## config.mk

```make
export PLATFORM = sky130hd
export DESIGN_NAME = sgi_dispatch
export DESIGN_NICKNAME = d
export VERILOG_FILES = /design/src/rtl/sgi_dispatch_pkg.sv /design/src/rtl/sgi_req_decode.sv /design/src/rtl/sgi_target_match.sv /design/src/rtl/sgi_walk_ctrl.sv /design/src/rtl/sgi_dispatch.sv
export SDC_FILE = /design/constraint.sdc
export NUM_CORES = 1
export LEC_CHECK = 0
export ABC_AREA = 0
export ABC_CLOCK_PERIOD_IN_PS = 6100
export BUFFER_PORTS_ARGS = -buffer_cell sky130_fd_sc_hd__buf_2
export CORE_ASPECT_RATIO = 0.5
export CORE_MARGIN = 3
export CORE_UTILIZATION = 45
export CTS_CLUSTER_SIZE = 16
export DETAILED_ROUTE_END_ITERATION = 10
export HOLD_SLACK_MARGIN = 0.08
export PLACE_DENSITY_LB_ADDON = 0.08
export SLEW_MARGIN = 20
export SYNTH_ARGS = -nofsm -noshare
export SYNTH_HDL_FRONTEND = slang
export SYNTH_SLANG_ARGS = --single-unit
```

## constraint.sdc

```tcl
create_clock -name clk -period 6.1 [get_ports clk]
set_input_delay 0.915 -clock clk [delete_from_list [all_inputs] [get_ports clk]]
set_output_delay 0.915 -clock clk [all_outputs]
set_load 0.01 [all_outputs]
```

## src/rtl/sgi_dispatch_pkg.sv

```systemverilog
package sgi_dispatch_pkg;
  localparam int WORD_W = 64;
  localparam int LIST_W = 16;
  localparam int AFF_W  = 8;
  localparam int ID_W   = 4;
  localparam int SEL_W  = $clog2(LIST_W);
  localparam int CPU_AFF_W = 4 * AFF_W;

  // bit positions inside the request word
  localparam int POS_LIST = 0;
  localparam int POS_AFF1 = 16;
  localparam int POS_ID   = 24;
  localparam int POS_AFF2 = 32;
  localparam int POS_MODE = 40;
  localparam int POS_AFF3 = 48;

  typedef struct packed {
    logic [AFF_W-1:0]  aff3;
    logic [AFF_W-1:0]  aff2;
    logic [AFF_W-1:0]  aff1;
    logic              bcast;
    logic [ID_W-1:0]   intid;
    logic [LIST_W-1:0] tlist;
  } sgi_req_t;

  typedef struct packed {
    logic [AFF_W-1:0] aff3;
    logic [AFF_W-1:0] aff2;
    logic [AFF_W-1:0] aff1;
    logic [AFF_W-1:0] aff0;
  } cpu_aff_t;
endpackage

```

## src/rtl/sgi_req_decode.sv

```systemverilog
module sgi_req_decode
  import sgi_dispatch_pkg::*;
(
  input  logic [WORD_W-1:0] word,
  output sgi_req_t          req
);
  logic unused_bits;

  always_comb begin
    req.tlist = word[POS_LIST +: LIST_W];
    req.aff1  = word[POS_AFF1 +: AFF_W];
    req.intid = word[POS_ID   +: ID_W];
    req.aff2  = word[POS_AFF2 +: AFF_W];
    req.bcast = word[POS_MODE];
    req.aff3  = word[POS_AFF3 +: AFF_W];
  end

  assign unused_bits = ^{word[31:28], word[47:41], word[63:56]};
endmodule

```

## src/rtl/sgi_target_match.sv

```systemverilog
module sgi_target_match
  import sgi_dispatch_pkg::*;
(
  input  sgi_req_t          req,
  input  logic [LIST_W-1:0] work_list,
  input  cpu_aff_t          aff,
  input  logic              is_src,
  output logic              hit,
  output logic [LIST_W-1:0] clr
);
  logic             prefix_eq;
  logic             aff0_ok;
  logic [SEL_W-1:0] sel;
  logic             tgt_hit;

  always_comb begin
    prefix_eq = (aff.aff3 == req.aff3) && (aff.aff2 == req.aff2) &&
                (aff.aff1 == req.aff1);
    aff0_ok   = aff.aff0 < AFF_W'(LIST_W);
    sel       = aff.aff0[SEL_W-1:0];
    tgt_hit   = prefix_eq && aff0_ok && work_list[sel];
    hit       = req.bcast ? !is_src : tgt_hit;
    clr       = '0;
    if (!req.bcast && tgt_hit) clr[sel] = 1'b1;
  end
endmodule

```

## src/rtl/sgi_walk_ctrl.sv

```systemverilog
module sgi_walk_ctrl
  import sgi_dispatch_pkg::*;
#(
  parameter int NUM_CPU = 8,
  localparam int IDX_W = (NUM_CPU > 1) ? $clog2(NUM_CPU) : 1
) (
  input  logic                          clk,
  input  logic                          rst_n,
  input  logic                          start,
  input  logic [LIST_W-1:0]             start_list,
  input  logic                          bcast,
  input  logic [NUM_CPU-1:0]            hit_vec,
  input  logic [NUM_CPU-1:0][LIST_W-1:0] clr_vec,
  output logic [LIST_W-1:0]             work_list,
  output logic                          busy,
  output logic [NUM_CPU-1:0]            strobe,
  output logic                          done,
  output logic                          updated
);
  typedef enum logic {ST_IDLE, ST_WALK} st_e;

  st_e                st_q;
  logic [IDX_W-1:0]   idx_q;
  logic [LIST_W-1:0]  list_q;
  logic               any_q;
  logic               cur_hit;
  logic [LIST_W-1:0]  list_nx;
  logic               finish;
  logic [NUM_CPU-1:0] cur_sel;

  always_comb begin
    cur_hit = hit_vec[idx_q];
    list_nx = list_q & ~clr_vec[idx_q];
    finish  = (idx_q == IDX_W'(NUM_CPU - 1)) || (!bcast && list_nx == '0);
    cur_sel = '0;
    cur_sel[idx_q] = 1'b1;
  end

  always_ff @(posedge clk or negedge rst_n) begin
    if (!rst_n) begin
      st_q    <= ST_IDLE;
      idx_q   <= '0;
      list_q  <= '0;
      any_q   <= 1'b0;
      strobe  <= '0;
      done    <= 1'b0;
      updated <= 1'b0;
    end else begin
      strobe  <= '0;
      done    <= 1'b0;
      updated <= 1'b0;
      case (st_q)
        ST_IDLE: begin
          if (start) begin
            st_q   <= ST_WALK;
            idx_q  <= '0;
            list_q <= start_list;
            any_q  <= 1'b0;
          end
        end
        ST_WALK: begin
          strobe <= cur_hit ? cur_sel : '0;
          list_q <= list_nx;
          any_q  <= any_q | cur_hit;
          if (finish) begin
            st_q    <= ST_IDLE;
            done    <= 1'b1;
            updated <= any_q | cur_hit;
          end else begin
            idx_q <= idx_q + IDX_W'(1);
          end
        end
        default: st_q <= ST_IDLE;
      endcase
    end
  end

  assign busy      = (st_q == ST_WALK);
  assign work_list = list_q;
endmodule

```

## src/rtl/sgi_dispatch.sv

```systemverilog
module sgi_dispatch
  import sgi_dispatch_pkg::*;
#(
  parameter int NUM_CPU = 8,
  localparam int IDX_W = (NUM_CPU > 1) ? $clog2(NUM_CPU) : 1
) (
  input  logic                         clk,
  input  logic                         rst_n,
  input  logic                         req_valid,
  output logic                         req_ready,
  input  logic [WORD_W-1:0]            req_word,
  input  logic [IDX_W-1:0]             req_src,
  input  logic [NUM_CPU*CPU_AFF_W-1:0] cpu_aff,
  output logic                         busy,
  output logic [NUM_CPU-1:0]           pend_set,
  output logic [ID_W-1:0]              pend_id,
  output logic                         done,
  output logic                         updated
);
  sgi_req_t                       dec;
  sgi_req_t                       req_q;
  logic [IDX_W-1:0]               src_q;
  logic                           accept;
  logic [LIST_W-1:0]              work_list;
  logic [NUM_CPU-1:0]             hit_vec;
  logic [NUM_CPU-1:0][LIST_W-1:0] clr_vec;

  sgi_req_decode u_dec (.word(req_word), .req(dec));

  assign req_ready = !busy;
  assign accept    = req_valid && req_ready;

  always_ff @(posedge clk or negedge rst_n) begin
    if (!rst_n) begin
      req_q <= '0;
      src_q <= '0;
    end else if (accept) begin
      req_q <= dec;
      src_q <= req_src;
    end
  end

  for (genvar g = 0; g < NUM_CPU; g++) begin : g_cpu
    sgi_target_match u_match (
      .req      (req_q),
      .work_list(work_list),
      .aff      (cpu_aff_t'(cpu_aff[g*CPU_AFF_W +: CPU_AFF_W])),
      .is_src   (src_q == IDX_W'(g)),
      .hit      (hit_vec[g]),
      .clr      (clr_vec[g])
    );
  end

  sgi_walk_ctrl #(.NUM_CPU(NUM_CPU)) u_walk (
    .clk       (clk),
    .rst_n     (rst_n),
    .start     (accept),
    .start_list(dec.tlist),
    .bcast     (req_q.bcast),
    .hit_vec   (hit_vec),
    .clr_vec   (clr_vec),
    .work_list (work_list),
    .busy      (busy),
    .strobe    (pend_set),
    .done      (done),
    .updated   (updated)
  );

  assign pend_id = req_q.intid;
endmodule

```

**After elaboration in Yosys (flattened, before gate mapping)**

Cells that the tools add are included.

- Flip-flop bits (word level): 63
- Input bits: 326
- Output and inout bits: 16
- Logic and storage cells: 213

- $add $sub $neg: 1
- $lt $le $gt $ge: 26
- Eq/ne operators: 34
- Mux-type cells: 70
- Bitwise gates (word level): 4
- Reductions and logical operators: 65

Operator list:

| cell | number |
|---|---|
| $eq A8 B8 Y1 | 24 |
| $mux W16 | 10 |
| $lt A8 B5 Y1 const B | 8 |
| $logic_and A1 B1 Y1 | 51 |
| $bmux W16 S3 | 1 |
| $lt A4 B5 Y1 const B | 8 |
| $mux W1 | 33 |
| $bmux W1 S4 | 8 |
| $demux W1 S4 | 8 |
| $ge A4 B1 Y1 const B | 8 |
| $pmux W16 S2 | 1 |
| $and A16 B16 Y16 | 1 |
| $logic_not A16 Y1 | 1 |
| $mux W8 | 2 |
| $not A16 Y16 | 1 |
| $eq A3 B3 Y1 const B | 5 |
| $logic_not A1 Y1 | 10 |
| $eq A3 B2 Y1 const B | 2 |
| $mux W3 | 2 |
| $pmux W3 S2 | 1 |
| $lt A3 B4 Y1 const B | 1 |
| $ne A2 B2 Y1 const B | 2 |
| $pmux W1 S2 | 2 |
| $add A3 B1 Y3 const B | 1 |
| other kinds (9) | 9 |

**Logic depth before layout (Yosys ltp)**

Gate-level depths: netlist of the first run.

- Word-level depth: 16
- Gate-level depth with buffers: 13
- Depth with buffers taken out: 11

**Cells and area by module**

A second synthesis of the first run with hierarchy kept.

- Cells, all modules: 985
- Area, all modules: 9,987.1 um^2

By module, submodules not included:

| module | instances | cells each | area each (um^2) | sequential area each (um^2) |
|---|---|---|---|---|
| sgi_target_match (g_cpu[1].u_match ...) | 6 | 74 | 638.1 | 0.0 |
| sgi_walk_ctrl | 1 | 232 | 2,643.8 | 775.7 |
| sgi_dispatch | 1 | 116 | 1,935.6 | 1,201.2 |
| sgi_target_match (g_cpu[0].u_match ...) | 2 | 74 | 620.6 | 0.0 |
| sgi_req_decode | 1 | 45 | 337.8 | 0.0 |

**Least setup slack after synthesis of the first run**

Ideal clock, no wire load.

- Path kind: input to register
- From: input port cpu_aff[6]
- To: register u_walk.idx_q[1]
- Library setup time: 0.128 ns
- Data arrival time: 3.642 ns
- Required time: 5.972 ns
- Path slack: 2.330 ns
- Cell stages on the path: 11
- Buffers on the path: 0
- Cells stage by stage: or4_1 > nor4_2 > nand4_1 > nor3_2 > and4_1 > a22oi_1 > and3_4 > a211oi_2 > nand4_2 > o21ai_2 > mux2_1

- Longest elaborated chain between the ends: 14

Ends and longest elaborated chain:

| item | RTL line | text |
|---|---|---|
| from (decl) | sgi_dispatch.sv:13 | `input logic [NUM_CPU*CPU_AFF_W-1:0] cpu_aff,` |
| $lt A8 B5 Y1 | sgi_target_match.sv:19 | `aff0_ok = aff.aff0 < AFF_W'(LIST_W);` |
| $logic_and A1 B1 Y1 (2 in series) | sgi_target_match.sv:21 | `tgt_hit = prefix_eq && aff0_ok && work_list[sel];` |
| $logic_and A1 B1 Y1 | sgi_target_match.sv:24 | `if (!req.bcast && tgt_hit) clr[sel] = 1'b1;` |
| $mux W16 | sgi_target_match.sv:24 |  |
| $bmux W16 S3 | sgi_walk_ctrl.sv:33 | `list_nx = list_q & ~clr_vec[idx_q];` |
| $mux W16 (implied by the code) | sgi_walk_ctrl.sv:33 |  |
| $not A16 Y16 | sgi_walk_ctrl.sv:33 |  |
| $and A16 B16 Y16 | sgi_walk_ctrl.sv:33 |  |
| $logic_not A16 Y1 | sgi_walk_ctrl.sv:34 | `finish = (idx_q == IDX_W'(NUM_CPU - 1)) \|\| (!bcast && list_nx == '0);` |
| $logic_and A1 B1 Y1 | sgi_walk_ctrl.sv:34 |  |
| $logic_or A1 B1 Y1 | sgi_walk_ctrl.sv:34 |  |
| $ne A2 B2 Y1 (no line) | -- |  |
| $reduce_and A2 Y1 (no line) | -- |  |
| to (signal assigned) | sgi_walk_ctrl.sv:70 | `idx_q <= idx_q + IDX_W'(1);` |
| to (decl) | sgi_walk_ctrl.sv:23 | `logic [IDX_W-1:0] idx_q;` |

No other way between the ends. The select of a mux whose other input is x is not followed.
A chain may end at the register's enable or synchronous reset.

**Worst setup path in the final report of the first run**

- From: register req_q[31] in the netlist's numbering
- To: register u_walk.idx_q[2]

- Longest elaborated chain between the ends: 16
- Elaborated cells on any way between the ends: 65
- Classes of those cells: 9 x eq/ne; 10 x mux; 2 x bitwise; 44 x reduce/logical

Ends and longest elaborated chain:

| item | RTL line | text |
|---|---|---|
| from (decl) | sgi_dispatch.sv:21 | `sgi_req_t req_q;` |
| from (signal assigned) | sgi_dispatch.sv:35 | `req_q <= '0;` |
| from (signal assigned) | sgi_dispatch.sv:38 | `req_q <= dec;` |
| $eq A8 B8 Y1 | sgi_target_match.sv:17 | `prefix_eq = (aff.aff3 == req.aff3) && (aff.aff2 == req.aff2) &&` |
| $logic_and A1 B1 Y1 (2 in series) | sgi_target_match.sv:17 |  |
| $logic_and A1 B1 Y1 (2 in series) | sgi_target_match.sv:21 |  |
| $logic_and A1 B1 Y1 | sgi_target_match.sv:24 |  |
| $mux W16 | sgi_target_match.sv:24 |  |
| $bmux W16 S3 (*) | sgi_walk_ctrl.sv:33 |  |
| $mux W16 (implied by the code) (*) | sgi_walk_ctrl.sv:33 |  |
| $not A16 Y16 (*) | sgi_walk_ctrl.sv:33 |  |
| $and A16 B16 Y16 (*) | sgi_walk_ctrl.sv:33 |  |
| $logic_not A16 Y1 (*) | sgi_walk_ctrl.sv:34 |  |
| $logic_and A1 B1 Y1 (*) | sgi_walk_ctrl.sv:34 |  |
| $logic_or A1 B1 Y1 (*) | sgi_walk_ctrl.sv:34 |  |
| $ne A2 B2 Y1 (no line) (*) | -- |  |
| $reduce_and A2 Y1 (no line) (*) | -- |  |

Mark *: on every way between the ends. The rest lies on a longest branch, timed or not. The select of a mux whose other input is x is not followed.

==> results of run 1 <==
layout make-up:
cell class | instances | area [um^2] | share of cell area
antenna | 4 | 10.0 | 0.000991
clock inverter | 6 | 45.0 | 0.00446
timing repair buffer | 333 | 1690 | 0.168
inverter | 21 | 78.8 | 0.00780
multi-input combinational | 810 | 6180 | 0.612
tap | 234 | 293 | 0.0290
sequential | 63 | 1580 | 0.156
clock buffer | 9 | 225 | 0.0223
kinds of logic (layout without fill, tap and decap cells):
family,Yosys count,in the layout,share of synthesized area
AO/OA/AOI/OAI,133,133,0.116
XOR/XNOR,192,192,0.204
adder cells (fa/ha/maj),2,2,0.00302
buffers and inverters,105,369,0.0663
flip-flops,63,63,0.190
multiplexers,88,88,0.156
other,0,4,0
AND/OR/NAND/NOR,395,395,0.266
where the power goes:
group	internal, mW	switching [mW]	total [mW]
logic	1.08	1.16	2.24
registers	0.601	0.776	1.38
clock network	0.274	0.204	0.478
total	1.96	2.14	4.09
final timing paths:
check	startpoint	endpoint	slack, ps	depth (start not counted)
setup / recovery	req_q[31]	u_walk.idx_q[2]	1580	11
hold / removal	pend_id[3]	pend_id[3]	510	1
setup reg to reg	req_q[31]	u_walk.idx_q[2]	1580	11
hold reg to reg	pend_id[3]	pend_id[3]	510	1
max in group asynchronous	rst_n	req_q[41]	4800	2
min in group asynchronous	rst_n	u_walk.work_list[13]	740	2
state kept, by name, indices dropped and copies added, names as in the netlist:
signal and count:
req_q 25, u_walk.work_list 16, u_walk.strobe 8, pend_id 4, src_q 3, u_walk.idx_q 3
u_walk.any_q 1, u_walk.busy 1, u_walk.done 1, u_walk.updated 1
synthesized netlist by cell type (7+ instances only):
cell / number / share of area
nor4_2: 7 / 0.011
or3_1: 12 / 0.0090
nand3_1: 41 / 0.025
clkbuf_1: 31 / 0.014
o21ai_0: 24 / 0.014
a31oi_1: 8 / 0.0060
a21oi_1: 20 / 0.012
buf_4: 10 / 0.0090
o31ai_1: 9 / 0.0081
nor3_1: 31 / 0.019
nor2b_1: 17 / 0.013
mux2_2: 36 / 0.049
nor2_1: 62 / 0.028
or4_1: 7 / 0.0063
nor4_1: 38 / 0.029
dfrtp_1: 63 / 0.19
inv_1: 21 / 0.0095
nand2b_1: 11 / 0.0083
xor2_1: 85 / 0.090
nand4_1: 53 / 0.040
mux4_2: 29 / 0.079
nand2_1: 60 / 0.027
mux2i_1: 21 / 0.025
xnor2_1: 106 / 0.11
a211oi_1: 11 / 0.010
buf_2: 28 / 0.017
and3_1: 12 / 0.0090
nor3b_1: 9 / 0.0081
buf_6: 9 / 0.012
layout by cell type (no fill, tap or decap), drive strengths merged, types with 5 or more instances in the layout:
cell type / n
a211oi: 12
a21oi: 20
a31oi: 8
and2: 6
and3: 13
and4: 6
buf: 333
clkbuf: 9
dfrtp: 63
inv: 23
mux2: 38
mux2i: 21
mux4: 29
nand2: 60
nand2b: 11
nand3: 41
nand3b: 5
nand4: 54
nor2: 62
nor2b: 17
nor3: 33
nor3b: 9
nor4: 45
o211a: 6
o211ai: 5
o21ai: 25
o22ai: 5
o31ai: 10
o32ai: 5
or2: 5
or3: 14
or4: 8
xnor2: 106
xor2: 86
metrics by stage:
stage | hold slack, ps | setup slack, ps | util
after floorplan | 466 | 2330 | -
final | 514 | 1580 | 0.569
after global routing | 529 | 1350 | 0.569
after CTS | 516 | 1660 | 0.569
after detailed placement | 504 | 1420 | 0.554
after global placement | 479 | 1470 | 0.554
per-layer routing:
| layer | vias to the layer above | routed length [um] |
|---|---|---|
| met5 | - | 13 |
| met4 | 2 | 879 |
| met3 | 73 | 4900 |
| met2 | 592 | 17300 |
| met1 | 4500 | 16400 |
| li1 | 4126 | - |
==> summary.txt, run 1 <==
Synth
  – Yosys reg bits: 63
  – Synth unique cells: 85
  – Mapped Area: 0.00830 mm^2
  – Post-synth EDFFs: 0
  – Synth warn: 0
  – Async SR Flop Fraction: 1.00
  – Post-Syn Area per Cell: 8.48 um^2
  – Post-synth top flop: dfrtp_1
  – Seq/Total Area, Yosys: 0.190
  – Syn nets: 1306
  – Synthesized instance count: 978

Worst setup path
  – CP Max Fanout: 9
  – Crit-path slowest cell: dfrtp_1
  – CP max stage delay: 790 ps
  – CP required: 6320 ps
  – Top delay family on crit path: simple AND/OR/NAND/NOR gates
  – Critical path endpoint category: register
  – Critical path type: reg -> reg
  – Crit-path cells: xnor2_1, nand4_1, nor4_1, nand3_1, or2_2, nor3_1, a211o_1, and4_1, nand4_2, o21ai_2, mux2_1
  – Worst path bufs/invs: 0
  – CP startpoint kind: register
  – CP Data Arrival Time: 4740 ps

STA
  – Clock Skews: 6.75 ps
  – RSZ-0062 raised after global routing: no
  – Final period util: 0.741
  – Fin Setup TNS: 0 ps
  – Worst-margin pin slew: 1050 ps
  – Final hold viol count: 0
  – Setup violators final: 0
  – Final min period: 4520 ps
  – Pins Over Slew Limit: 0
  – Fmax: 0.221 GHz
  – Rel. slew slack: 0.297

Detailed routing
  – 1st-iter DRT viols: 1147
  – Vias post-DR: 9293
  – Post-Route WL: 39.4 mm
  – DR vias/cell: 6.28
  – DR WL/cell: 26.6 um
  – Drt first pass iters: 6
  – Routed Antenna Nets: 0
  – DRC: 0

Run status
  – Status: finished, final reports clean

Power
  – Power, Total: 4.09 mW
  – Pleak: 4.19 nW
  – Pwr Density: 405 mW/mm^2
  – Max VDD drop: 0.000215 V

Floorplanning
  – Starting Density: 0.468
  – IO Pins: 342
  – Rows: 34
  – Core area: 0.0177 mm^2
  – Die Ht: 102 um
  – Die footprint: 0.0202 mm^2
  – Die width: 198 um

Clock tree
  – Hold-fix buffers, CTS: 0
  – Total CTS buffers: 9
  – CTS max path bufs: 2
  – Clock Latency Late Sink: 340 ps
  – Post_cts resized: 0
  – CTS Sinks: 63
  – CTS Root Cell: clkbuf_16
  – Htree depth: 3
  – Post-CTS setup buffers: 0
  – CTS tree: yes
  – Clock Pin Slew Worst Setup and Hold Paths: 60 ps

Placed design
  – Dpl hpwl: 31.6 mm
  – Post-DP Area: 0.00982 mm^2
  – PortBufs: 322
  – Placed insts: 1461
  – Gp weighted congestion: 1.07

GRT
  – Largest net degree at the start of global routing: 64
  – Gr busiest metal: met2
  – Grt ovf: 0
  – Number of global-route vias before repair: 8893
  – First-pass GRT wire length: 56.4 mm
  – Met2 Use GR: 0.589
  – GRT Util Overall: 0.383
  – GR Util met1: 0.521
  – Met3 usage: 0.133
  – Initial antenna violation count: 7

Layout
  – FILL cells: 1642
  – Layout cell share with drive strength beyond 1: 0.357
  – P&R area growth vs syn: 21.7%
  – Post-Layout Cell Count: 1480
  – Fin nets: 1566
  – Fin area: 0.0101 mm^2

Hold path
  – Hold Crit Class: reg -> reg

Flow run
  – Max Cap Viol: 0
No activity file was read; power rests on OpenSTA's default activity.
==> run 2: changes to the inputs <==
--- a/config.mk
+++ b/config.mk
@@ -6,7 +6,7 @@
 export NUM_CORES = 1
 export LEC_CHECK = 0
 export ABC_AREA = 0
-export ABC_CLOCK_PERIOD_IN_PS = 6100
+export ABC_CLOCK_PERIOD_IN_PS = 4500
 export BUFFER_PORTS_ARGS = -buffer_cell sky130_fd_sc_hd__buf_2
 export CORE_ASPECT_RATIO = 0.5
 export CORE_MARGIN = 3
==> constraint.sdc (replaced) <==
create_clock -name clk -period 4.5 [get_ports clk]
set_input_delay 0.675 -clock clk [delete_from_list [all_inputs] [get_ports clk]]
set_output_delay 0.675 -clock clk [all_outputs]
set_load 0.01 [all_outputs]
==> summary.txt, run 2 (synthesized netlist as in run 1, its figures left out) <==
Worst setup path
  – CP Max Fanout: 9 (unchanged)
  – Critical path endpoint category: register (unchanged)
  – Critical path type: reg -> reg (unchanged)
  – CP Data Arrival Time: 4410 ps (was 4740 ps)
  – Top delay family on crit path: simple AND/OR/NAND/NOR gates (unchanged)
  – Crit-path slowest cell: dfrtp_1 (unchanged)
  – CP required: 4720 ps (was 6320 ps)
  – Worst path bufs/invs: 1 (was 0)
  – Reg2reg start: req_q[28] (was req_q[31])
  – CP startpoint kind: register (unchanged)
  – CP max stage delay: 800 ps (was 790 ps)
  – Crit-path cells: xor2_1, nor4_1, nand3_1, or3_1, buf_4, o311a_1, o311ai_1, nor3_1, a211oi_2, nand4_2, o21ai_2, mux2_1 (was xnor2_1, nand4_1, nor4_1, nand3_1, or2_2, nor3_1, a211o_1, and4_1, nand4_2, o21ai_2, mux2_1)
  – Critical Path Source: req_q[28] (was req_q[31])

Detailed routing
  – Drt first pass iters: 6 (unchanged)
  – DR WL/cell: 26.9 um (was 26.6 um)
  – Routed Antenna Nets: 0 (unchanged)
  – DRC: 0 (unchanged)
  – Post-Route WL: 40.9 mm (was 39.4 mm)
  – DR vias/cell: 6.29 (was 6.28)
  – 1st-iter DRT viols: 1158 (was 1147)
  – Vias post-DR: 9586 (was 9293)

Power
  – Pleak: 4.43 nW (was 4.19 nW)
  – Pwr Density: 559 mW/mm^2 (was 405 mW/mm^2)
  – Max VDD drop: 0.000290 V (was 0.000215 V)

STA
  – Rel. slew slack: 0.327 (was 0.297)
  – Final hold viol count: 0 (unchanged)
  – Final period util: 0.932 (was 0.741)
  – Fin Setup TNS: 0 ps (unchanged)
  – Clock Skews: 5.78 ps (was 6.75 ps)
  – RSZ-0062 raised after global routing: no (unchanged)
  – Worst-margin pin slew: 1010 ps (was 1050 ps)
  – Fmax: 0.238 GHz (was 0.221 GHz)
  – Pins Over Slew Limit: 0 (unchanged)
  – Setup violators final: 0 (unchanged)
  – Final min period: 4190 ps (was 4520 ps)

Floorplanning
  – Rows: 34 (unchanged)
  – Die footprint: 0.0202 mm^2 (unchanged)
  – IO Pins: 342 (unchanged)
  – Die Ht: 102 um (unchanged)
  – Starting Density: 0.468 (unchanged)
  – Die width: 198 um (unchanged)
  – Core area: 0.0177 mm^2 (unchanged)

GRT
  – Grt ovf: 0 (unchanged)
  – First-pass GRT wire length: 57.8 mm (was 56.4 mm)
  – Number of global-route vias before repair: 9229 (was 8893)
  – GRT Util Overall: 0.394 (was 0.383)
  – Largest net degree at the start of global routing: 46 (was 64)
  – Initial antenna violation count: 4 (was 7)

Layout
  – Layout cell share with drive strength beyond 1: 0.379 (was 0.357)
  – Max reg flops: 25 (unchanged)
  – Fin area: 0.0105 mm^2 (was 0.0101 mm^2)
  – Most frequent cells in the layout: 321 x buf_2, 106 x xnor2_1, 85 x xor2_1 (was 322 x buf_2, 106 x xnor2_1, 85 x xor2_1)
  – Biggest register: req_q (unchanged)
  – FILL cells: 1574 (was 1642)
  – Most common cell after layout, fill and taps aside: buf_2 (unchanged)
  – P&R area growth vs syn: 26.1% (was 21.7%)
  – Fin nets: 1610 (was 1566)

Flow run
  – Max Cap Viol: 0 (unchanged)

Clock tree
  – CTS Root Cell: clkbuf_16 (unchanged)
  – CTS max path bufs: 2 (unchanged)
  – Hold-fix buffers, CTS: 0 (unchanged)
  – Clock Latency Late Sink: 340 ps (about the same)
  – Post-CTS setup buffers: 0 (unchanged)
  – Post_cts resized: 0 (unchanged)
  – Clock Pin Slew Worst Setup and Hold Paths: 60 ps (about the same)
  – CTS tree: yes (unchanged)
  – CTS Sinks: 63 (unchanged)
  – Total CTS buffers: 9 (unchanged)
  – Htree depth: 3 (unchanged)

Placed design
  – Post-DP Area: 0.0102 mm^2 (was 0.00982 mm^2)
  – Dpl hpwl: 33.3 mm (was 31.6 mm)
  – PortBufs: 322 (unchanged)
  – Gp weighted congestion: 1.12 (was 1.07)

Hold path
  – Hold Crit Class: in -> async (was reg -> reg)

Run status
  – Status: finished, final reports clean (unchanged)
## run 2: through the flow
step	total power [mW]	util	worst slack [ps]	hold slack, ps	std cells
after floorplan	3.69	-	970	379	978
after global placement	4.92	0.572	391	483	1505
after detailed placement	4.99	0.572	312	491	1505
after CTS	5.73	0.589	386	504	1520
after global routing	6.11	0.590	198	365	1524
final	5.85	0.590	307	331	1524
## run 2: worst register-to-register path, delay by kind of cell (launching register included)
kind | cells | cell delay, ps
AOI/OAI and AO/OA | 4 | 980
and+or+nand+nor | 5 | 1580
buffers and inverters | 1 | 190
DFF | 1 | 800
xor gates and xnor gates | 1 | 190
muxes | 1 | 340
## run 2: metal layers
metal	global-route usage	vias up	routed length, um
met1	0.534	4664	16700
met3	0.127	84	5090
met2	0.606	627	17900
met4	0.114	0	1220
met5	0	-	0
li1	-	4211	-
## run 2: worst paths after layout
path,to,slack (ps),cells after the start
max,u_walk.idx_q[1],310,12
min,u_walk.work_list[4],330,1
max reg2reg,u_walk.idx_q[1],310,12
min reg2reg,pend_id[3],500,1
max in group asynchronous,u_walk.busy,3420,2
min in group clk,pend_id[3],500,1
## run 2: cell type report
cell class                      instances  area [um^2]  area share
Sequential cell                        63         1580       0.151
Inverter                               21         78.8     0.00753
Clock inverter                          4         55.1     0.00526
Antenna cell                            4         10.0    0.000957
Clock buffer                           11          243      0.0232
Timing Repair Buffer                  377         2030       0.194
Multi-Input combinational cell        810         6180       0.591
Tap cell                              234          293      0.0280
## run 2: power breakdown
group	leakage (nW)	switching, mW	internal (mW)
clock network	0.142	0.271	0.444
logic	3.53	1.71	1.60
registers	0.758	0.997	0.819
==> run 3: changes to the inputs <==
--- a/config.mk
+++ b/config.mk
@@ -9,12 +9,12 @@
 export ABC_CLOCK_PERIOD_IN_PS = 4500
 export BUFFER_PORTS_ARGS = -buffer_cell sky130_fd_sc_hd__buf_2
 export CORE_ASPECT_RATIO = 0.5
-export CORE_MARGIN = 3
-export CORE_UTILIZATION = 45
+export CORE_UTILIZATION = 40
 export CTS_CLUSTER_SIZE = 16
 export DETAILED_ROUTE_END_ITERATION = 10
 export HOLD_SLACK_MARGIN = 0.08
 export PLACE_DENSITY_LB_ADDON = 0.08
+export REMOVE_ABC_BUFFERS = 1
 export SLEW_MARGIN = 20
 export SYNTH_ARGS = -nofsm -noshare
 export SYNTH_HDL_FRONTEND = slang
==> summary.txt, run 3 (synthesized netlist as in run 1, its figures left out) <==
Run status
  – Status: finished, final reports clean (unchanged)

Clock tree
  – CTS Root Cell: clkbuf_16 (unchanged)
  – Hold-fix buffers, CTS: 0 (unchanged)
  – CTS Sinks: 63 (unchanged)
  – Total CTS buffers: 9 (unchanged)
  – Post-CTS setup buffers: 0 (unchanged)
  – Clock Pin Slew Worst Setup and Hold Paths: 50 ps (was 60 ps)
  – Post_cts resized: 0 (unchanged)
  – CTS tree: yes (unchanged)
  – Clock Latency Late Sink: 340 ps (about the same)
  – Htree depth: 3 (unchanged)
  – CTS max path bufs: 2 (unchanged)

Worst setup path
  – CP startpoint kind: register (unchanged)
  – Worst path bufs/invs: 0 (was 1)
  – Top delay family on crit path: simple AND/OR/NAND/NOR gates (unchanged)
  – Critical path endpoint category: register (unchanged)
  – Critical path type: reg -> reg (unchanged)
  – Worst Reg-to-Reg Cells: 11 (was 12)
  – CP Data Arrival Time: 4240 ps (was 4410 ps)
  – Crit-path slowest cell: dfrtp_1 (unchanged)
  – CP Max Fanout: 9 (unchanged)
  – Crit-path cells: xor2_1, or4_4, or4_1, nor3_2, nand2_1, o221ai_1, a211oi_1, a211oi_2, nand4_2, o21ai_2, mux2_1 (was xor2_1, nor4_1, nand3_1, or3_1, buf_4, o311a_1, o311ai_1, nor3_1, a211oi_2, nand4_2, o21ai_2, mux2_1)
  – Worst path depth: 11 (was 12)
  – CP max stage delay: 770 ps (was 800 ps)
  – CP required: 4720 ps (about the same)

Power
  – Pleak: 4.38 nW (was 4.43 nW)
  – P_int: 2.82 mW (was 2.86 mW)
  – Clock power frac: 0.117 (was 0.122)
  – Pwr Density: 557 mW/mm^2 (was 559 mW/mm^2)
  – Comb pwr share: 0.574 (was 0.567)
  – Switch share: 0.514 (was 0.510)
  – Switching pwr: 2.98 mW (about the same)
  – Max VDD drop: 0.000268 V (was 0.000290 V)
  – Reg power frac: 0.308 (was 0.311)

Detailed routing
  – DR WL/cell: 26.1 um (was 26.9 um)
  – Routed Antenna Nets: 0 (unchanged)
  – DRC: 0 (unchanged)
  – DR vias/cell: 6.09 (was 6.29)
  – 1st-iter DRT viols: 1226 (was 1158)
  – Post-Route WL: 40.5 mm (was 40.9 mm)
  – Vias post-DR: 9435 (was 9586)
  – Drt first pass iters: 6 (unchanged)

Layout
  – Biggest register: req_q (unchanged)
  – Max reg flops: 25 (unchanged)
  – Fin nets: 1601 (was 1610)
  – Layout cell share with drive strength beyond 1: 0.373 (was 0.379)
  – Most frequent cells in the layout: 322 x buf_2, 106 x xnor2_1, 85 x xor2_1 (was 321 x buf_2, 106 x xnor2_1, 85 x xor2_1)
  – Multi-input logic area: 0.00618 mm^2 (unchanged)
  – FF/Latch Area: 0.00158 mm^2 (about the same)
  – Most common cell after layout, fill and taps aside: buf_2 (unchanged)
  – Post-Layout Cell Count: 1550 (was 1524)
  – FILL cells: 1932 (was 1574)
  – Fin area: 0.0104 mm^2 (was 0.0105 mm^2)
  – P&R area growth vs syn: 25.7% (was 26.1%)

Placed design
  – Placed insts: 1527 (was 1505)
  – PortBufs: 322 (unchanged)
  – Gp weighted congestion: 1.09 (was 1.12)
  – Post-DP Area: 0.0101 mm^2 (was 0.0102 mm^2)
  – Dpl hpwl: 32.5 mm (was 33.3 mm)

STA
  – Setup violators final: 0 (unchanged)
  – Final hold viol count: 0 (unchanged)
  – Rel. slew slack: 0.483 (was 0.327)
  – Final min period: 4030 ps (was 4190 ps)
  – Clock Skews: 9.15 ps (was 5.78 ps)
  – Fin Setup TNS: 0 ps (unchanged)
  – Final period util: 0.895 (was 0.932)
  – Fmax: 0.248 GHz (was 0.238 GHz)
  – RSZ-0062 raised after global routing: no (unchanged)
  – Pins Over Slew Limit: 0 (unchanged)
  – Worst-margin pin slew: 769 ps (was 1010 ps)

Floorplanning
  – Die footprint: 0.0214 mm^2 (was 0.0202 mm^2)
  – Die Ht: 104 um (was 102 um)
  – Starting Density: 0.418 (was 0.468)
  – Core area: 0.0199 mm^2 (was 0.0177 mm^2)
  – Die width: 206 um (was 198 um)
  – Rows: 36 (was 34)
  – IO Pins: 342 (unchanged)

GRT
  – Grt ovf: 0 (unchanged)
  – GRT Util Overall: 0.378 (was 0.394)
  – First-pass GRT wire length: 58.3 mm (was 57.8 mm)
  – Initial antenna violation count: 7 (was 4)
  – Number of global-route vias before repair: 9050 (was 9229)
  – Largest net degree at the start of global routing: 38 (was 46)

Hold path
  – Hold Crit Class: in -> async (unchanged)

Flow run
  – Max Cap Viol: 0 (unchanged)
==> run 3: layout make-up <==
type | count | share of cell area
antenna | 7 | 0.00168
clock buffer | 11 | 0.0223
clock inverter | 4 | 0.00456
inverter | 21 | 0.00755
multi-input combinational | 810 | 0.592
sequential | 63 | 0.151
tap | 266 | 0.0319
timing repair buffer | 368 | 0.189
==> run 3: path summary, 6_finish.rpt <==
path | startpoint | end | slack (ps)
max reg2reg | req_q[35] | u_walk.idx_q[1] | 470
min in group clk | u_walk.any_q | u_walk.any_q | 500
max | req_q[35] | u_walk.idx_q[1] | 470
min reg2reg | u_walk.any_q | u_walk.any_q | 500
max in group asynchronous | rst_n | u_walk.strobe[6] | 3110
min | rst_n | u_walk.strobe[2] | 400
==> run 3: layer usage <==
layer / up-vias / part of all wire / global-route usage
li1: 4206 / - / -
met1: 4571 / 0.41 / 0.506
met2: 559 / 0.44 / 0.572
met3: 97 / 0.11 / 0.119
met4: 2 / 0.032 / 0.125
met5: - / 0.00032 / 0
==> run 3: through the flow <==
stage	hold WS, ps	power, mW	setup WS [ps]	util
after global placement	481	4.97	376	0.509
after detailed placement	489	5.00	362	0.509
after floorplan	379	3.41	970	-
after CTS	416	5.70	490	0.523
final	398	5.81	472	0.525
after global routing	447	6.08	312	0.525
==> run 3: power by group through the flow <==
stage	logic, mW	clock network, mW	registers, mW
after floorplan	1.96	0	1.45
after global placement	3.21	0	1.76
after detailed placement	3.23	0	1.77
after CTS	3.26	0.689	1.76
after global routing	3.56	0.717	1.81
final	3.34	0.680	1.79
